### config.mk
export PLATFORM = sky130hd
export DESIGN_NAME = xirq_ctrl
export DESIGN_NICKNAME = d
export VERILOG_FILES = /design/src/rtl/xirq_pkg.sv /design/src/rtl/xirq_sync.sv /design/src/rtl/xirq_line.sv /design/src/rtl/xirq_regs.sv /design/src/rtl/xirq_prio.sv /design/src/rtl/xirq_ctrl.sv
export SDC_FILE = /design/constraint.sdc
export NUM_CORES = 1
export LEC_CHECK = 0
export BUFFER_PORTS_ARGS = -buffer_cell sky130_fd_sc_hd__buf_2
export CORE_ASPECT_RATIO = 1.4
export CORE_MARGIN = 1
export CORE_UTILIZATION = 47
export DETAILED_ROUTE_END_ITERATION = 10
export GPL_ROUTABILITY_DRIVEN = 0
export PLACE_DENSITY = 0.76
export SLEW_MARGIN = 30
export SYNTH_ARGS = -nofsm -noshare
export SYNTH_HDL_FRONTEND = slang
export SYNTH_SLANG_ARGS = --single-unit
### constraint.sdc
create_clock -name clk -period 4.9 [get_ports clk]
set_input_delay 1.47 -clock clk [delete_from_list [all_inputs] [get_ports clk]]
set_output_delay 1.47 -clock clk [all_outputs]
set_load 0.01 [all_outputs]
### src/rtl/xirq_pkg.sv
package xirq_pkg;

    localparam int LINES_PER_GRP = 8;
    localparam int FIELD_W       = 4;
    localparam int REG_W         = 32;

    typedef logic [FIELD_W-1:0] trig_mode_t;

    localparam trig_mode_t TRIG_LVL_LOW  = 4'd0;
    localparam trig_mode_t TRIG_LVL_HIGH = 4'd1;
    localparam trig_mode_t TRIG_FALL     = 4'd2;
    localparam trig_mode_t TRIG_RISE     = 4'd3;
    localparam trig_mode_t TRIG_BOTH     = 4'd4;
    localparam trig_mode_t TRIG_OFF      = 4'd15;

    typedef enum logic [2:0] {
        LN_OFF       = 3'd0,
        LN_LVL_IDLE  = 3'd1,
        LN_LVL_ACT   = 3'd2,
        LN_EDGE_IDLE = 3'd3,
        LN_EDGE_HIT  = 3'd4
    } line_state_t;

    typedef enum logic [1:0] {
        RK_CTRL = 2'd0,
        RK_MASK = 2'd1,
        RK_PEND = 2'd2,
        RK_NONE = 2'd3
    } reg_kind_t;

endpackage

### src/rtl/xirq_sync.sv
module xirq_sync #(
    parameter int WIDTH  = 32,
    parameter int STAGES = 2
) (
    input  logic             clk,
    input  logic             rst_n,
    input  logic [WIDTH-1:0] async_i,
    output logic [WIDTH-1:0] level_o,
    output logic [WIDTH-1:0] prev_o
);

    logic [STAGES-1:0][WIDTH-1:0] stage_q;
    logic [WIDTH-1:0]             prev_q;

    always_ff @(posedge clk or negedge rst_n) begin
        if (!rst_n) begin
            stage_q <= '0;
            prev_q  <= '0;
        end else begin
            stage_q[0] <= async_i;
            for (int s = 1; s < STAGES; s++) begin
                stage_q[s] <= stage_q[s-1];
            end
            prev_q <= stage_q[STAGES-1];
        end
    end

    assign level_o = stage_q[STAGES-1];
    assign prev_o  = prev_q;

endmodule

### src/rtl/xirq_line.sv
module xirq_line
    import xirq_pkg::*;
(
    input  logic       clk,
    input  logic       rst_n,
    input  trig_mode_t mode_i,
    input  logic       level_i,
    input  logic       prev_i,
    input  logic       clr_i,
    output logic       pend_o
);

    line_state_t state_q, state_d;

    logic is_level, is_edge, lvl_hit, edge_hit, rise, fall;

    always_comb begin
        rise     = level_i & ~prev_i;
        fall     = ~level_i & prev_i;
        is_level = (mode_i == TRIG_LVL_LOW) || (mode_i == TRIG_LVL_HIGH);
        is_edge  = (mode_i == TRIG_FALL) || (mode_i == TRIG_RISE) ||
                   (mode_i == TRIG_BOTH);
        lvl_hit  = (mode_i == TRIG_LVL_LOW) ? ~level_i : level_i;
        edge_hit = (rise && ((mode_i == TRIG_RISE) || (mode_i == TRIG_BOTH))) ||
                   (fall && ((mode_i == TRIG_FALL) || (mode_i == TRIG_BOTH)));
    end

    // state register
    always_ff @(posedge clk or negedge rst_n) begin
        if (!rst_n) begin
            state_q <= LN_OFF;
        end else begin
            state_q <= state_d;
        end
    end

    // next state
    always_comb begin
        state_d = state_q;
        unique case (state_q)
            LN_OFF, LN_LVL_IDLE, LN_LVL_ACT, LN_EDGE_IDLE: begin
                if (is_level) begin
                    state_d = lvl_hit ? LN_LVL_ACT : LN_LVL_IDLE;
                end else if (is_edge) begin
                    state_d = edge_hit ? LN_EDGE_HIT : LN_EDGE_IDLE;
                end else begin
                    state_d = LN_OFF;
                end
            end
            LN_EDGE_HIT: begin
                if (is_level) begin
                    state_d = lvl_hit ? LN_LVL_ACT : LN_LVL_IDLE;
                end else if (!is_edge) begin
                    state_d = LN_OFF;
                end else if (clr_i && !edge_hit) begin
                    state_d = LN_EDGE_IDLE;
                end else begin
                    state_d = LN_EDGE_HIT;
                end
            end
            default: state_d = LN_OFF;
        endcase
    end

    // outputs
    always_comb begin
        unique case (state_q)
            LN_LVL_ACT, LN_EDGE_HIT: pend_o = 1'b1;
            default:                 pend_o = 1'b0;
        endcase
    end

endmodule

### src/rtl/xirq_regs.sv
module xirq_regs
    import xirq_pkg::*;
#(
    parameter int NUM_LINES = 32,
    localparam int GROUPS = NUM_LINES / LINES_PER_GRP,
    localparam int GRP_W  = $clog2(GROUPS),
    localparam int ADDR_W = GRP_W + 2
) (
    input  logic                             clk,
    input  logic                             rst_n,
    input  logic                             we_i,
    input  logic [ADDR_W-1:0]                addr_i,
    input  logic [REG_W-1:0]                 wdata_i,
    output logic [REG_W-1:0]                 rdata_o,
    input  logic [NUM_LINES-1:0]             pend_i,
    output logic [NUM_LINES-1:0][FIELD_W-1:0] mode_o,
    output logic [NUM_LINES-1:0]             mask_o,
    output logic [NUM_LINES-1:0]             clr_o
);

    logic [GROUPS-1:0][REG_W-1:0]         ctrl_q;
    logic [GROUPS-1:0][LINES_PER_GRP-1:0] mask_q;
    logic [GROUPS-1:0][LINES_PER_GRP-1:0] pend_g;

    reg_kind_t          kind;
    logic [GRP_W-1:0]   grp;
    logic               grp_ok;

    always_comb begin
        kind   = reg_kind_t'(addr_i[ADDR_W-1 -: 2]);
        grp    = addr_i[GRP_W-1:0];
        grp_ok = (int'(grp) < GROUPS);
    end

    always_ff @(posedge clk or negedge rst_n) begin
        if (!rst_n) begin
            ctrl_q <= '1;
            mask_q <= '1;
        end else if (we_i && grp_ok) begin
            for (int g = 0; g < GROUPS; g++) begin
                if (int'(grp) == g) begin
                    if (kind == RK_CTRL) ctrl_q[g] <= wdata_i;
                    if (kind == RK_MASK) mask_q[g] <= wdata_i[LINES_PER_GRP-1:0];
                end
            end
        end
    end

    for (genvar i = 0; i < NUM_LINES; i++) begin : g_line_map
        localparam int G = i / LINES_PER_GRP;
        localparam int P = i % LINES_PER_GRP;
        assign mode_o[i] = ctrl_q[G][P*FIELD_W +: FIELD_W];
        assign mask_o[i] = mask_q[G][P];
        assign clr_o[i]  = we_i && (kind == RK_PEND) && (int'(grp) == G) &&
                           wdata_i[P];
        assign pend_g[G][P] = pend_i[i];
    end

    always_comb begin
        rdata_o = '0;
        if (grp_ok) begin
            unique case (kind)
                RK_CTRL: rdata_o = ctrl_q[grp];
                RK_MASK: rdata_o = {{(REG_W-LINES_PER_GRP){1'b0}}, mask_q[grp]};
                RK_PEND: rdata_o = {{(REG_W-LINES_PER_GRP){1'b0}}, pend_g[grp]};
                RK_NONE: rdata_o = '0;
            endcase
        end
    end

endmodule

### src/rtl/xirq_prio.sv
module xirq_prio #(
    parameter int N     = 16,
    parameter int BASE  = 16,
    parameter int IDX_W = 5
) (
    input  logic [N-1:0]     req_i,
    output logic             any_o,
    output logic [IDX_W-1:0] idx_o
);

    always_comb begin
        any_o = 1'b0;
        idx_o = '0;
        for (int i = 0; i < N; i++) begin
            if (req_i[i]) begin
                any_o = 1'b1;
                idx_o = IDX_W'(BASE + i);
            end
        end
    end

endmodule

### src/rtl/xirq_ctrl.sv
module xirq_ctrl
    import xirq_pkg::*;
#(
    parameter int NUM_LINES     = 32,
    parameter int NUM_DEDICATED = 16,
    parameter int SYNC_STAGES   = 2,
    localparam int GROUPS  = NUM_LINES / LINES_PER_GRP,
    localparam int GRP_W   = $clog2(GROUPS),
    localparam int ADDR_W  = GRP_W + 2,
    localparam int IDX_W   = $clog2(NUM_LINES),
    localparam int N_SHARE = NUM_LINES - NUM_DEDICATED
) (
    input  logic                     clk,
    input  logic                     rst_n,
    input  logic [NUM_LINES-1:0]     pins,
    input  logic                     reg_we,
    input  logic [ADDR_W-1:0]        reg_addr,
    input  logic [REG_W-1:0]         reg_wdata,
    output logic [REG_W-1:0]         reg_rdata,
    output logic [NUM_DEDICATED-1:0] irq_line,
    output logic                     irq_shared,
    output logic [IDX_W-1:0]         shared_idx
);

    logic [NUM_LINES-1:0]              lvl, prv, pend, mask, clr, active;
    logic [NUM_LINES-1:0][FIELD_W-1:0] mode;

    xirq_sync #(.WIDTH(NUM_LINES), .STAGES(SYNC_STAGES)) u_sync (
        .clk     (clk),
        .rst_n   (rst_n),
        .async_i (pins),
        .level_o (lvl),
        .prev_o  (prv)
    );

    xirq_regs #(.NUM_LINES(NUM_LINES)) u_regs (
        .clk     (clk),
        .rst_n   (rst_n),
        .we_i    (reg_we),
        .addr_i  (reg_addr),
        .wdata_i (reg_wdata),
        .rdata_o (reg_rdata),
        .pend_i  (pend),
        .mode_o  (mode),
        .mask_o  (mask),
        .clr_o   (clr)
    );

    for (genvar i = 0; i < NUM_LINES; i++) begin : g_line
        xirq_line u_line (
            .clk     (clk),
            .rst_n   (rst_n),
            .mode_i  (mode[i]),
            .level_i (lvl[i]),
            .prev_i  (prv[i]),
            .clr_i   (clr[i]),
            .pend_o  (pend[i])
        );
    end

    assign active   = pend & ~mask;
    assign irq_line = active[NUM_DEDICATED-1:0];

    xirq_prio #(.N(N_SHARE), .BASE(NUM_DEDICATED), .IDX_W(IDX_W)) u_prio (
        .req_i (active[NUM_LINES-1:NUM_DEDICATED]),
        .any_o (irq_shared),
        .idx_o (shared_idx)
    );

endmodule

==> results.yml <==
run_status:
  status: "complete, no violations"
pwr:
  power_mw: 10.60
  p_leak_nw: 8.317
  vdd_drop_max_uv: 357.7
  power_frac_comb: 0.272
  seqPwrFrac: 0.449
  netSwitchingFraction: 0.3400
  pwr-share-clk: 0.279
  power_density_mw_per_mm2: 506.2
  intPower_mw: 6.996
  p_switching_mw: 3.605
sta:
  fin_ws_ns: 0.2657
  rsz0062_at_grt: "false"
  fmax_ghz: 0.2158
  worst_slew_pin_slew_ns: 0.8473
  min_period_over_period: 0.9458
  finalMaxSlewViolations: 0
  setup_viol: 0
  final-hold-violation-count: 0
  timing.hold.ws_ns: 0.3464
  max_slew_margin: 0.4351
  fin_crit_ns: 4.634
  fin_skew_ns: 0.01848
  setup_tns_ns: 0
global_routing:
  grt-ovfl-total: 0
  first_global_vias: 14340
  antenna_found_initial: 2
  grt_max_degree: 111
  grt_usage: 0.2479
  grt_pass1_wl_um: 77510
logic_synthesis:
  synth_edf_count: 0
  syn_area_sq_mm: 0.01838
  synthDistinctLibCells: 69
  syn_nets: 1725
  syn_inst: 1654
  synth_ff_type: "dfrtp_1"
  ys_seq_area_frac: 0.4901
  syn_area_per_cell_sq_um: 11.11
  async_reset_ff_frac: 1.000
  yosys_warnings: 0
  ys_seq_elements: 352
die:
  ios: 125
  dieArea_sq_mm: 0.03992
  die_x_um: 169.1
  core-area_sq_mm: 0.03850
  initial_core_util: 0.4774
  rows: 85
  fp.dieH_um: 236.0
cts:
  cts_buffer_depth: 3
  cts-root-buf: "clkbuf_16"
  post_cts_buffers: 0
  cts_tree: "built"
  path_clk_slew_ns: 0.06
  cts_sinks: 352
  cts_max_level: 2
  clk_latency_ns: 0.54
  ctsResizeCount: 0
  numCtsBuffers: 37
  postCtsHoldBufs: 0
setup_path:
  start_kind: "input port"
  worst_ep_required_time_ns: 3.43
  end_kind: "output pin"
  path_max_fanout: 18
  cp.arrival_ns: 3.16
  criticalPathCategory: "input port to output pin"
route:
  ant_nets: 0
  dr.pass1.iters: 5
  wl_per_cell_um: 21.09
  highest_layer: "met4"
  drt-initial-drc-count: 1044
  num_vias: 14230
  drc_errors: 0
  met3_length_um: 2738
  totalWireLength_um: 49050
  drt-met1-wl_um: 19330
  vias_per_cell: 6.120
  dr_wl_met2_um: 24660
hold_path:
  hp-class: "flop to flop"
cells_and_area:
  final_cell_mix: "192 x dfrtp_1, 160 x dfstp_2, 159 x mux2_2, 122 x buf_2, 118 x nor2_1"
  nets: 1844
  finalNonFillerCells: 2326
  drive_gt1_frac: 0.3341
  final_common_cell: "dfrtp_1"
  area_growth_pct: 13.93
job:
  cap_viol_max_count: 0
placed_design:
  numPortBuffers: 124
  place_ws_ns: 0.2722
  place_inst: 2256
  hpwlAfterDp_um: 34280
==> sequential cells by signal, indices dropped and copies added, names as in the netlist <==
name and cells:
u_regs.mask_o 32, u_sync.level_o 32, u_sync.prev_o 32, u_sync.stage_q 32, g_line.u_line.state_q 96, u_regs.mode_o 128
==> final timing paths <==
path,cells after the start,from,endpoint,slack (ns)
setup / recovery,6,reg_addr[1],reg_rdata[3],0.27
hold / removal,0,u_sync.stage_q[31]$_DFF_PN0_,u_sync.level_o[31]$_DFF_PN0_,0.35
setup reg to reg,5,u_regs.mode_o[37]$_DFFE_PN1P_,g_line[9].u_line.state_q[2]$_DFF_PN0_,2.98
hold reg to reg,0,u_sync.stage_q[31]$_DFF_PN0_,u_sync.level_o[31]$_DFF_PN0_,0.35
max in group asynchronous,2,rst_n,u_regs.mode_o[60]$_DFFE_PN1P_,2.90
min in group asynchronous,1,rst_n,u_sync.stage_q[6]$_DFF_PN0_,1.00
==> through the flow <==
stage	util	cell area, sq um
final	0.5440	20940
after global routing	0.5440	20940
after CTS	0.5438	20940
after detailed placement	0.5104	19650
after global placement	0.5104	19650
after floorplan	-	18380
==> layer usage <==
metal	track usage	vias up
li1	-	6374
met1	0.3002	7183
met2	0.4257	533
met3	0.03725	144
met4	0.1278	0
met5	0	-
==> synthesized netlist by cell type (32+ instances only) <==
cell | count | area (sq um)
a21oi_1 | 84 | 420.4
a31oi_1 | 34 | 212.7
and2_1 | 32 | 200.2
clkbuf_1 | 41 | 153.9
dfrtp_1 | 192 | 4805
dfstp_2 | 160 | 4204
mux2_2 | 159 | 1790
mux4_2 | 40 | 900.9
nand2_1 | 39 | 146.4
nand2b_1 | 44 | 275.3
nor2_1 | 119 | 446.7
nor2b_1 | 81 | 506.7
nor3_1 | 92 | 460.4
nor3b_1 | 35 | 262.8
o21ai_0 | 78 | 390.4
xnor2_1 | 72 | 630.6
==> power groups by stage <==
stage	Combinational, mW	Sequential [mW]	Clock (mW)
CTS	2.86	4.73	3.00
global route	3.16	4.87	3.11
finish	2.88	4.76	2.95
global placement	2.74	4.73	0
detailed placement	2.83	4.78	0
floorplan	2.23	4.37	0
==> critical path, cell delays in order <==
cell and delay [ns]:
buf_2 0.41, buf_4 0.36, mux4_2 0.36, a22o_1 0.21, a21o_1 0.18, buf_2 0.14
==> cells by family after synthesis <==
| group | Yosys count | synth area share |
|---|---|---|
| simple gates | 546 | 0.1653 |
| xor+xnor | 92 | 0.04424 |
| flops | 352 | 0.4901 |
| buf+inv | 100 | 0.02403 |
| mux | 203 | 0.1486 |
| compound gates | 361 | 0.1278 |
==> area by class of cell <==
class                   count  area (sq um)
diodes                      2         5.005
clock buffers              51          1114
clock inverters            17         175.2
fillers                  3297         17560
inverters                  19         71.32
multi-input cells        1202          8955
flip-flops and latches    352          9009
well taps                 522         653.1
repair buffers            161         960.9
Power figures use the tool's default switching activity.
